<file path="config.mk">
export PLATFORM = sky130hd
export DESIGN_NAME = spi_flag_unit
export DESIGN_NICKNAME = d
export VERILOG_FILES = /design/src/rtl/spi_flag_pkg.sv /design/src/rtl/spi_sticky_flag.sv /design/src/rtl/spi_rx_hold.sv /design/src/rtl/spi_seq_clear.sv /design/src/rtl/spi_flag_unit.sv
export SDC_FILE = /design/constraint.sdc
export NUM_CORES = 1
export LEC_CHECK = 0
export BUFFER_PORTS_ARGS = -buffer_cell sky130_fd_sc_hd__buf_2
export CORE_MARGIN = 2
export CORE_UTILIZATION = 39
export CTS_CLUSTER_SIZE = 28
export DETAILED_ROUTE_END_ITERATION = 8
export GPL_ROUTABILITY_DRIVEN = 0
export PLACE_DENSITY = 0.77
export SYNTH_ARGS = -nofsm -noshare
export SYNTH_HDL_FRONTEND = slang
export SYNTH_SLANG_ARGS = --single-unit
</file>
<file path="constraint.sdc">
create_clock -name clk -period 1.3 [get_ports clk]
set_input_delay 0.13 -clock clk [delete_from_list [all_inputs] [get_ports clk]]
set_output_delay 0.13 -clock clk [all_outputs]
set_load 0.1 [all_outputs]
</file>
<file path="src/rtl/spi_flag_pkg.sv">
package spi_flag_pkg;
   // indices into the sticky-flag vector
   localparam int FI_RXNE = 0;
   localparam int FI_TXE  = 1;
   localparam int FI_WAKE = 2;
   localparam int FI_CRC  = 3;
   localparam int FI_MODF = 4;
   localparam int FI_OVR  = 5;
   localparam int NFLAG   = 6;
   localparam logic [NFLAG-1:0] FLAG_RST = 6'b000010;

   // positions in the status word (software-visible)
   localparam int SB_RXNE = 0;
   localparam int SB_TXE  = 1;
   localparam int SB_WAKE = 3;
   localparam int SB_CRC  = 4;
   localparam int SB_MODF = 5;
   localparam int SB_OVR  = 6;
   localparam int SB_BSY  = 7;
   localparam int SB_MIN_W = 8;
endpackage

</file>
<file path="src/rtl/spi_sticky_flag.sv">
module spi_sticky_flag #(
   parameter logic RST_VAL = 1'b0
) (
   input  logic clk,
   input  logic rst_n,
   input  logic set_i,
   input  logic clr_i,
   output logic q_o
);
   always_ff @(posedge clk or negedge rst_n) begin
      if (!rst_n)     q_o <= RST_VAL;
      else if (set_i) q_o <= 1'b1;
      else if (clr_i) q_o <= 1'b0;
   end

   AST_SET_WINS: assert property (@(posedge clk) disable iff (!rst_n)
      set_i |=> q_o);
   AST_CLEAR_LANDS: assert property (@(posedge clk) disable iff (!rst_n)
      (clr_i && !set_i) |=> !q_o);
endmodule

</file>
<file path="src/rtl/spi_rx_hold.sv">
module spi_rx_hold #(
   parameter int DATA_W = 8
) (
   input  logic              clk,
   input  logic              rst_n,
   input  logic              byte_ev,
   input  logic [DATA_W-1:0] byte_in,
   input  logic              full_q,
   input  logic              rd_i,
   output logic              accept_o,
   output logic              overrun_o,
   output logic [DATA_W-1:0] data_o
);
   // a read in the same cycle frees the slot for the incoming byte
   assign accept_o  = byte_ev && (!full_q || rd_i);
   assign overrun_o = byte_ev && full_q && !rd_i;

   always_ff @(posedge clk or negedge rst_n) begin
      if (!rst_n)        data_o <= '0;
      else if (accept_o) data_o <= byte_in;
   end

   AST_HOLD_ON_OVERRUN: assert property (@(posedge clk) disable iff (!rst_n)
      (byte_ev && full_q && !rd_i) |=> $stable(data_o));
   AST_LOAD_ON_ACCEPT: assert property (@(posedge clk) disable iff (!rst_n)
      (byte_ev && !full_q) |=> (data_o == $past(byte_in)));
endmodule

</file>
<file path="src/rtl/spi_seq_clear.sv">
module spi_seq_clear (
   input  logic clk,
   input  logic rst_n,
   input  logic ovr_q,
   input  logic modf_q,
   input  logic dr_rd,
   input  logic sr_rd,
   input  logic sr_wr,
   input  logic cr1_wr,
   output logic ovr_clr_o,
   output logic modf_clr_o
);
   logic ovr_arm_q, modf_arm_q;

   // second step of each sequence consumes an arm set by an earlier first step
   assign ovr_clr_o  = sr_rd  && ovr_arm_q;
   assign modf_clr_o = cr1_wr && modf_arm_q;

   always_ff @(posedge clk or negedge rst_n) begin
      if (!rst_n) begin
         ovr_arm_q  <= 1'b0;
         modf_arm_q <= 1'b0;
      end else begin
         if (sr_rd)               ovr_arm_q <= 1'b0;
         else if (dr_rd && ovr_q) ovr_arm_q <= 1'b1;

         if (cr1_wr)                         modf_arm_q <= 1'b0;
         else if ((sr_rd || sr_wr) && modf_q) modf_arm_q <= 1'b1;
      end
   end

   AST_OVR_ARM_FROM_READ: assert property (@(posedge clk) disable iff (!rst_n)
      $rose(ovr_arm_q) |-> $past(dr_rd));
   AST_MODF_ARM_FROM_ACCESS: assert property (@(posedge clk) disable iff (!rst_n)
      $rose(modf_arm_q) |-> ($past(sr_rd) || $past(sr_wr)));
endmodule

</file>
<file path="src/rtl/spi_flag_unit.sv">
module spi_flag_unit
   import spi_flag_pkg::*;
#(
   parameter int DATA_W  = 8,
   parameter int SR_W    = 8,
   parameter bit BSY_REG = 1'b0
) (
   input  logic              clk,
   input  logic              rst_n,
   input  logic              ev_tx_drained,
   input  logic              ev_rx_byte,
   input  logic [DATA_W-1:0] rx_byte,
   input  logic              ev_mode_fault,
   input  logic              ev_crc_bad,
   input  logic              ev_wake,
   input  logic              busy_in,
   input  logic              acc_dr_wr,
   input  logic              acc_dr_rd,
   input  logic              acc_sr_rd,
   input  logic              acc_sr_wr,
   input  logic [SR_W-1:0]   sr_wdata,
   input  logic              acc_cr1_wr,
   input  logic              ie_tx,
   input  logic              ie_rx,
   input  logic              ie_err,
   input  logic              ie_wake,
   input  logic              dma_tx_en,
   input  logic              dma_rx_en,
   output logic [SR_W-1:0]   status_o,
   output logic [DATA_W-1:0] rx_data,
   output logic              irq,
   output logic              dma_tx_req,
   output logic              dma_rx_req
);
   generate
      if (SR_W < SB_MIN_W) begin : g_bad_sr_w
         $error("spi_flag_unit: SR_W must be at least %0d", SB_MIN_W);
      end
      if (DATA_W < 1) begin : g_bad_data_w
         $error("spi_flag_unit: DATA_W must be positive");
      end
   endgenerate

   logic [NFLAG-1:0] flag_q, flag_set, flag_clr;
   logic rx_accept, rx_overrun, ovr_clr, modf_clr, busy_v;
   logic unused_wdata;
   assign unused_wdata = ^sr_wdata;

   spi_rx_hold #(.DATA_W(DATA_W)) u_rx_hold (
      .clk(clk), .rst_n(rst_n), .byte_ev(ev_rx_byte), .byte_in(rx_byte),
      .full_q(flag_q[FI_RXNE]), .rd_i(acc_dr_rd),
      .accept_o(rx_accept), .overrun_o(rx_overrun), .data_o(rx_data));

   spi_seq_clear u_seq (
      .clk(clk), .rst_n(rst_n), .ovr_q(flag_q[FI_OVR]), .modf_q(flag_q[FI_MODF]),
      .dr_rd(acc_dr_rd), .sr_rd(acc_sr_rd), .sr_wr(acc_sr_wr), .cr1_wr(acc_cr1_wr),
      .ovr_clr_o(ovr_clr), .modf_clr_o(modf_clr));

   always_comb begin
      flag_set           = '0;
      flag_clr           = '0;
      flag_set[FI_RXNE]  = rx_accept;
      flag_clr[FI_RXNE]  = acc_dr_rd;
      flag_set[FI_TXE]   = ev_tx_drained;
      flag_clr[FI_TXE]   = acc_dr_wr;
      flag_set[FI_WAKE]  = ev_wake;
      flag_clr[FI_WAKE]  = acc_sr_wr && !sr_wdata[SB_WAKE];
      flag_set[FI_CRC]   = ev_crc_bad;
      flag_clr[FI_CRC]   = acc_sr_wr && !sr_wdata[SB_CRC];
      flag_set[FI_MODF]  = ev_mode_fault;
      flag_clr[FI_MODF]  = modf_clr;
      flag_set[FI_OVR]   = rx_overrun;
      flag_clr[FI_OVR]   = ovr_clr;
   end

   generate
      for (genvar gi = 0; gi < NFLAG; gi++) begin : g_flag
         spi_sticky_flag #(.RST_VAL(FLAG_RST[gi])) u_flag (
            .clk(clk), .rst_n(rst_n), .set_i(flag_set[gi]), .clr_i(flag_clr[gi]),
            .q_o(flag_q[gi]));
      end

      if (BSY_REG) begin : g_bsy_reg
         logic bsy_q;
         always_ff @(posedge clk or negedge rst_n) begin
            if (!rst_n) bsy_q <= 1'b0;
            else        bsy_q <= busy_in;
         end
         assign busy_v = bsy_q;
      end else begin : g_bsy_live
         assign busy_v = busy_in;
      end
   endgenerate

   always_comb begin
      status_o          = '0;
      status_o[SB_RXNE] = flag_q[FI_RXNE];
      status_o[SB_TXE]  = flag_q[FI_TXE];
      status_o[SB_WAKE] = flag_q[FI_WAKE];
      status_o[SB_CRC]  = flag_q[FI_CRC];
      status_o[SB_MODF] = flag_q[FI_MODF];
      status_o[SB_OVR]  = flag_q[FI_OVR];
      status_o[SB_BSY]  = busy_v;
   end

   assign irq = (ie_tx   && flag_q[FI_TXE])
             || (ie_rx   && flag_q[FI_RXNE])
             || (ie_err  && (flag_q[FI_CRC] || flag_q[FI_MODF] || flag_q[FI_OVR]))
             || (ie_wake && flag_q[FI_WAKE]);
   assign dma_tx_req = dma_tx_en && flag_q[FI_TXE];
   assign dma_rx_req = dma_rx_en && flag_q[FI_RXNE];

   AST_OVR_FALL_SEQ: assert property (@(posedge clk) disable iff (!rst_n)
      $fell(status_o[SB_OVR]) |-> $past(acc_sr_rd));
   AST_MODF_FALL_SEQ: assert property (@(posedge clk) disable iff (!rst_n)
      $fell(status_o[SB_MODF]) |-> $past(acc_cr1_wr));
   AST_OVERRUN_KEEPS_RXNE: assert property (@(posedge clk) disable iff (!rst_n)
      (ev_rx_byte && status_o[SB_RXNE] && !acc_dr_rd) |=> (status_o[SB_OVR] && status_o[SB_RXNE]));
   AST_TXE_REFILL: assert property (@(posedge clk) disable iff (!rst_n)
      ev_tx_drained |=> status_o[SB_TXE]);
endmodule

</file>
* After elaboration in Yosys (flattened, before gate mapping)
Index checks and enable logic that the tools add are counted.
** Operators by class
- Divide/modulo/power cells :: 0
- $mul :: 0
- Magnitude comparators :: 0
- Bitwise logic cells :: 0
- Equality and inequality tests :: 0
- Multiplexer cells :: 16
- Add/sub/neg operators :: 0
- Reduce and logical (&&, ||, !) cells :: 34
- Shift-type cells :: 0
** Operators with widths (number)
- 1-bit two-way mux :: 16
- 2-bit nonzero test :: 8
- 1-bit logical AND :: 15
- 1-bit logical OR :: 7
- 1-bit logical NOT :: 4
** Word-level totals
- Bits in registers :: 16
- Memory bits (read-only) :: 0
- Latch bits :: 0
- Memories kept :: 0
- Output and inout port bits :: 19
- RAM bits :: 0

* Depth between registers and ports, before layout
Gate-level depths: netlist of run 1.
- Depth after elaboration :: 5
- Depth in mapped cells :: 3
- Depth with buffers taken out :: 3

* Hierarchy
A second synthesis of run 1 with hierarchy kept.
** Unflattened totals
- Cell total of the unflattened synthesis :: 57
- Area total of the unflattened synthesis :: 693.2 um^2
** By module, submodules not included
- spi_rx_hold :: area an instance 321.6 um^2, instances 1, cells each 20
- spi_sticky_flag at g_flag[0].u_flag ... :: area an instance 36.3 um^2, instances 5, cells each 3
- spi_seq_clear :: area an instance 86.3 um^2, instances 1, cells each 9
- spi_flag_unit :: area an instance 66.3 um^2, instances 1, cells each 10
- spi_sticky_flag at g_flag[1].u_flag :: area an instance 37.5 um^2, instances 1, cells each 3

* Least setup slack after synthesis of run 1
Ideal clock, no wire load.
- Path type :: reg2out
- Start point :: register g_flag[1].u_flag.q_o
- End point :: output port dma_tx_req
- Arrival time :: 1272 ps
- Cell stages (with the launch flop) :: 2
- Setup slack :: -102 ps
- Cell sequence :: dfstp_2 > and2_1
** Between the ends
- Word-level cells in the longest chain between the ends :: 1
** Ends and longest elaborated chain
- start, declared :: line spi_sticky_flag.sv:8 : output logic q_o
- start signal, assigned :: line spi_sticky_flag.sv:11 : if (!rst_n) q_o <= RST_VAL;
- start signal, assigned :: line spi_sticky_flag.sv:12 : else if (set_i) q_o <= 1'b1;
- start signal, assigned :: line spi_sticky_flag.sv:13 : else if (clr_i) q_o <= 1'b0;
- 1-bit logical AND :: line spi_flag_unit.sv:110 : assign dma_tx_req = dma_tx_en && flag_q[FI_TXE];
- end, declared :: line spi_flag_unit.sv:32 : output logic dma_tx_req,
Every way passes these cells.

* Worst setup path in the final report of run 1
- Start point :: register g_flag[1].u_flag.q_o
- End point :: output port irq
** Between the ends
- Word-level cells in the longest chain between the ends :: 4
** Ends and longest elaborated chain
- 1-bit logical AND :: line spi_flag_unit.sv:106 : assign irq = (ie_tx && flag_q[FI_TXE])
- 1-bit logical OR :: line spi_flag_unit.sv:107 : || (ie_rx && flag_q[FI_RXNE])
- 1-bit logical OR :: line spi_flag_unit.sv:108 : || (ie_err && (flag_q[FI_CRC] || flag_q[FI_MODF] || flag_q[FI_OVR]))
- 1-bit logical OR :: line spi_flag_unit.sv:109 : || (ie_wake && flag_q[FI_WAKE]);
- end, declared :: line spi_flag_unit.sv:31 : output logic irq,
Every way passes these cells.

==> out/qor.txt, run 1 <==
Most frequent cells after synthesis -> dfrtp_1 (15), buf_4 (8), mux2_4 (8)
Critical path fanouts, max -> 3
Startpoint types -> flop
Count of maximum capacitance violations -> 0
Total congestion overflow after global routing -> 0
Starting utilization of the core area -> 42.3%
Yosys top cell by area -> dfrtp_1
Area Growth Syn to Fin -> 45.6%
Mean instance size in the synthesized netlist -> 12.9 sq um
Count of flip-flops with a built-in enable after synthesis -> 0
Main synth FF type -> dfrtp_1
Worst EP arrival -> 1310 ps
FF+latch count, synth -> 16
Largest buffer count on any clock path -> 2
Final WS setup -> -137 ps
Violations in the final reports -> negative setup slack
Die footprint -> 2280 sq um
Post-synthesis instance area -> 746 sq um
Clock latency reported for the late side of the worst-skew pair -> 270 ps
Routed vias -> 558
Period minus WS final -> 1440 ps
Detailed-placement wirelength estimate -> 1130 um
Critical path type -> flop to primary output
Post-synth cell types -> 17
Number of nets produced by synthesis -> 93
Class of the tightest hold or removal check -> input port to flop
Number of hold-slack violations in the final timing report -> 0
Setup Skew -> 4.60 ps
Endpoint kind of the worst setup timing path -> primary output
DRC Markers -> 0
Timing-limited maximum frequency -> 0.696 GHz
Starting DRT DRC Count -> 4
Yosys synthesis warning count -> 0
Sum of negative setup slack -> -257 ps
Floorplan die width -> 47.7 um
Portion of synthesized cell area occupied by the leading cell type -> 50.3%
CTS tree -> done
Leak -> 0.000569 uW
Outcome -> complete, but fails checks
Maximum ir drop on the vdd rail -> 1060 uV
Mean routed wirelength per cell -> 11.4 um
I/O Buffers -> 44
Number of clock buffers inserted by TritonCTS -> 3
FILL cells -> 163
Post-synthesis async set-or-reset flop share -> 100%
Count of mapped cells out of synthesis -> 58
Sequential area share after synthesis -> 53.9%
Avg Vias per Cell -> 4.43
Power Density -> 1540 nW/um^2
H-Tree Level Count -> 1
Final Max Tran Viols -> 0
Ranking of synthesized cells by area -> dfrtp_1 (50%), mux2_4 (16%), buf_4 (8.1%)
Number of global-route vias before repair -> 534
Die height -> 47.7 um
Cell chosen for the clock root -> clkbuf_4
Ports placed on the boundary -> 54
Hold Path Stages -> 2
Setup violators final -> 2
Clock Sinks -> 16
Share of the clock period used by the worst path after layout -> 111%
Total number of placement rows -> 15
Library cell with the highest instance count after synthesis -> dfrtp_1
Area of the core region -> 1760 sq um
Total routed wirelength -> 1430 um
WHS -> 13.8 ps
Antenna diodes -> 0
Unrepaired setup endpoints after global routing -> true
Initial antenna violation count -> 0
Count of nets left with antenna violations after detail routing -> 0
Wire length of the first global-routing pass -> 2040 um
Source of the critical timing path -> g_flag[1].u_flag.q_o
Worst EP required -> 1170 ps
Share of final-layout standard cells stronger than drive strength 1 -> 64.4%
Net count, final -> 137
Clk slew on worst S/H paths -> 90 ps
Drt pass-1 iters -> 4
Number of cells traversed by the worst register-to-register path -> 4
Reg-to-reg startpoint -> g_flag[0].u_flag.q_o
Hold wc startpoint -> acc_cr1_wr
Largest net degree at the start of global routing -> 17
Overall Global Routing Usage -> 13.1%
## final cells by class
cell class,instances,area (sq um),area share (%)
well taps,25,31.3,2.88
repair buffers,47,324,29.8
clock buffers,4,36.3,3.34
multi-input cells,31,280,25.8
flip-flops and latches,16,403,37.1
inverters,3,11.3,1.04
## cell usage in the layout (no fill, tap or decap)
master,synthesis,layout
buf_6,0,1
buf_4,8,1
nand2b_4,1,1
nand2_2,0,1
a21o_1,4,4
o21ai_0,2,2
clkbuf_4,0,3
a21oi_1,2,2
clkbuf_8,0,1
conb_1,1,1
dfrtp_1,15,14
and2_4,0,2
dfstp_2,1,1
a222oi_1,1,1
buf_2,0,39
dfrtp_2,0,1
nand2b_1,2,2
o31ai_1,1,1
nor2_1,1,1
mux2_4,8,8
nand2_1,5,4
inv_1,3,3
dlygate4sd3_1,0,1
buf_12,0,5
nand2_8,1,1
## registers in the layout, indices dropped and copies added (netlist names)
signal             cells
u_seq.modf_arm_q       1
g_flag.u_flag.q_o      6
u_seq.ovr_arm_q        1
u_rx_hold.data_o       8
## path summary, 6_finish.rpt
kind                                   endpoint  slack, ps
max                                         irq       -140
min                            u_seq.modf_arm_q         10
max reg2reg                 u_rx_hold.data_o[2]        140
min reg2reg                g_flag[3].u_flag.q_o        510
max in group asynchronous  g_flag[1].u_flag.q_o        710
min in group asynchronous  g_flag[2].u_flag.q_o        290
## power breakdown
group | switching (uW) | internal, uW
registers | 39.2 | 560
clock network | 145 | 170
logic | 561 | 192
## kinds of logic after synthesis
logic type             synth area share [%]
muxes                                  16.1
other                                 0.503
buffers and inverters                  9.56
DFF                                    53.9
AOI/OAI and AO/OA                      9.06
and+or+nand+nor                        10.9
## stage by stage
stage                     setup WS [ps]  power [uW]  cell area [sq um]  util (%)  std cells
after floorplan                    2.86        1220                749         -         58
after CTS                          -159        1680               1070      60.9        125
final                              -137        1670               1090      61.6        126
after global routing               -215        1740               1090      61.6        126
after detailed placement            122        1350               1020      57.6        119
after global placement              130        1340               1020      57.6        119
## worst max-delay path, stage by stage, from the launching register on
cell and delay (ps):
dfstp_2 400, a222oi_1 340, nand2_2 110, buf_12 180
## metal layers
| layer | routed length (um) | vias to the layer above | GRT usage, % |
|---|---|---|---|
| li1 | - | 270 | - |
| met1 | 614 | 246 | 15.4 |
| met2 | 613 | 40 | 22.1 |
| met3 | 194 | 2 | 4.53 |
| met4 | 9 | 0 | 4.86 |
| met5 | 0 | - | 0 |
## timing repair
action,4_1_cts,5_1_grt
gates cloned,0,0
pin swaps,1,0
endpoints found under the setup margin,2,3
setup buffers,1,1
resized for setup,2,2
hold buffers,1,0
endpoints found under the hold margin,15,0
Power figures use the tool's default switching activity.
==> run 2: changes to the inputs <==
Settings changed: CORE_UTILIZATION 39 to 35, GPL_TIMING_DRIVEN from default to 0, PLACE_DENSITY 0.77 to 0.71.
==> out/qor.txt, run 2 (synthesis gave the netlist of run 1 again) <==
Clock Sinks -> 16 (unchanged)
Worst EP required -> 1170 ps (about the same)
Floorplan die width -> 50.2 um (was 47.7 um)
Area Growth Syn to Fin -> 51.8% (was 45.6%)
Peak per-stage delay on the critical path -> 400 ps (about the same)
Number of hold-slack violations in the final timing report -> 0 (unchanged)
GR Layer Usage met3 -> 3.57% (was 4.53%)
Area of the core region -> 1980 sq um (was 1760 sq um)
Detailed-placement wirelength estimate -> 1190 um (was 1130 um)
Timing-limited maximum frequency -> 0.701 GHz (was 0.696 GHz)
Period minus WS final -> 1430 ps (was 1440 ps)
Slowest library cell on the worst path -> dfrtp_1 (was dfstp_2)
Sum of negative setup slack -> -192 ps (was -257 ps)
I/O Buffers -> 45 (was 44)
Antenna diodes -> 0 (unchanged)
Reg2reg setup slack -> 230 ps (was 140 ps)
Class of the tightest hold or removal check -> input port to flop (unchanged)
Worst EP arrival -> 1300 ps (was 1310 ps)
Largest net degree at the start of global routing -> 17 (unchanged)
Top register by number of flip-flops -> u_rx_hold.data_o (unchanged)
Setup Skew -> 3.23 ps (was 4.60 ps)
Grt peak-use layer -> met2 (unchanged)
Startpoint types -> flop (unchanged)
Overall Global Routing Usage -> 13.0% (was 13.1%)
Final core utilization -> 57.1% (was 61.6%)
Post-route cell area -> 1130 sq um (was 1090 sq um)
Global Route met2 Usage -> 23.0% (was 22.1%)
Number of clock buffers inserted by TritonCTS -> 3 (unchanged)
H-Tree Level Count -> 1 (unchanged)
Total number of placement rows -> 16 (was 15)
CTS tree -> done (unchanged)
Most frequent cells in the layout -> buf_2 (36), buf_4 (16), dfrtp_1 (14) (was buf_2 (39), dfrtp_1 (14), mux2_4 (8))
Starting utilization of the core area -> 37.6% (was 42.3%)
Starting DRT DRC Count -> 6 (was 4)
Critical path fanouts, max -> 3 (unchanged)
Total routed wirelength -> 1520 um (was 1430 um)
Mean routed wirelength per cell -> 11.0 um (was 11.4 um)
Maximum ir drop on the vdd rail -> 903 uV (was 1060 uV)
Die height -> 50.2 um (was 47.7 um)
Ports placed on the boundary -> 54 (unchanged)
Setup violators final -> 3 (was 2)
Clk slew on worst S/H paths -> 90 ps (about the same)
Outcome -> complete, but fails checks (unchanged)
Number of global-route vias before repair -> 609 (was 534)
Clock latency reported for the late side of the worst-skew pair -> 270 ps (about the same)
Most frequent standard cell in the layout excluding fill and tap cells -> buf_2 (unchanged)
Share of the clock period used by the worst path after layout -> 110% (was 111%)
Combined buffer and inverter count along the critical path -> 1 (unchanged)
Cell area reported after detailed placement -> 1010 sq um (was 1020 sq um)
Final Max Tran Viols -> 0 (unchanged)
Dominant delay contributor by cell family on the critical path -> flip-flops (unchanged)
Count of maximum capacitance violations -> 0 (unchanged)
Share of final-layout standard cells stronger than drive strength 1 -> 64.9% (was 64.4%)
Net count, final -> 147 (was 137)
Violations in the final reports -> negative setup slack (unchanged)
Cell breakdown of the critical path -> a222oi_1, nand2_2, buf_12 (unchanged)
Leak -> 0.000602 uW (was 0.000569 uW)
Wire length of the first global-routing pass -> 2530 um (was 2040 um)
DRC Markers -> 0 (unchanged)
Unrepaired setup endpoints after global routing -> true (unchanged)
Cell chosen for the clock root -> clkbuf_4 (unchanged)
Total congestion overflow after global routing -> 0 (unchanged)
Drt pass-1 iters -> 4 (unchanged)
Routed vias -> 598 (was 558)
Die footprint -> 2520 sq um (was 2280 sq um)
Power Density -> 1460 nW/um^2 (was 1540 nW/um^2)
Endpoint kind of the worst setup timing path -> primary output (unchanged)
Critical path type -> flop to primary output (unchanged)
Fraction of met1 tracks used by global routing -> 15.6% (was 15.4%)
Avg Vias per Cell -> 4.33 (was 4.43)
Final WS setup -> -126 ps (was -137 ps)
FILL cells -> 169 (was 163)
Placement-stage worst setup slack -> 60.8 ps (was 122 ps)
WHS -> 32.3 ps (was 13.8 ps)
Initial antenna violation count -> 0 (unchanged)
Largest register FFs -> 8 (unchanged)
Largest buffer count on any clock path -> 2 (unchanged)
Biggest registers after layout -> u_rx_hold.data_o (8), g_flag.u_flag.q_o (6) (unchanged)
Count of nets left with antenna violations after detail routing -> 0 (unchanged)
-- run 2: changes by cell type in the layout (fill, tap and decap cells not counted), sizes merged --
cell,before,now
buf,46,55
dlygate4sd3,1,2
-- run 2: final timing paths --
path | startpoint | to | cells after the start
worst max register to register | g_flag[0].u_flag.q_o | u_rx_hold.data_o[5] | 3
worst min-delay path | ev_crc_bad | g_flag[3].u_flag.q_o | 2
worst max-delay path | g_flag[2].u_flag.q_o | irq | 3
max in group asynchronous | rst_n | g_flag[1].u_flag.q_o | 2
min in group asynchronous | rst_n | g_flag[4].u_flag.q_o | 2
worst min register to register | u_seq.ovr_arm_q | u_seq.ovr_arm_q | 2
-- run 2: layout make-up --
cell class / instances / area (sq um) / area share [%]
Timing Repair Buffer: 49 / 320 / 28.3
Multi-Input combinational cell: 31 / 278 / 24.5
Inverter: 3 / 11.3 / 0.994
Clock buffer: 4 / 26.3 / 2.32
Tap cell: 27 / 33.8 / 2.98
Buffer: 8 / 60.1 / 5.30
Sequential cell: 16 / 403 / 35.6
-- run 2: layer usage --
| metal | wire (um) | part of all wire [%] |
|---|---|---|
| met5 | 0 | 0 |
| met3 | 177 | 12 |
| met2 | 671 | 44 |
| met1 | 675 | 44 |
| met4 | 0 | 0 |
-- run 2: through the flow --
step | total power (uW) | instances
6_report | 1650 | 138
2_1_floorplan | 1220 | 58
3_5_place_dp | 1360 | 130
3_3_place_gp | 1340 | 130
4_1_cts | 1670 | 137
5_1_grt | 1730 | 138
-- run 2: power breakdown --
part | total (uW) | internal (uW) | switching (uW)
clock | 258 | 119 | 139
sequential | 600 | 560 | 40.6
combinational | 791 | 213 | 577
-- run 2: what timing repair did --
item                       CTS  global route
pin swaps                    1             2
hold endpoints to repair    16             0
hold buffers                 2             0
gates resized for setup     17             3
setup endpoints to repair    9             5
setup buffers                1             1
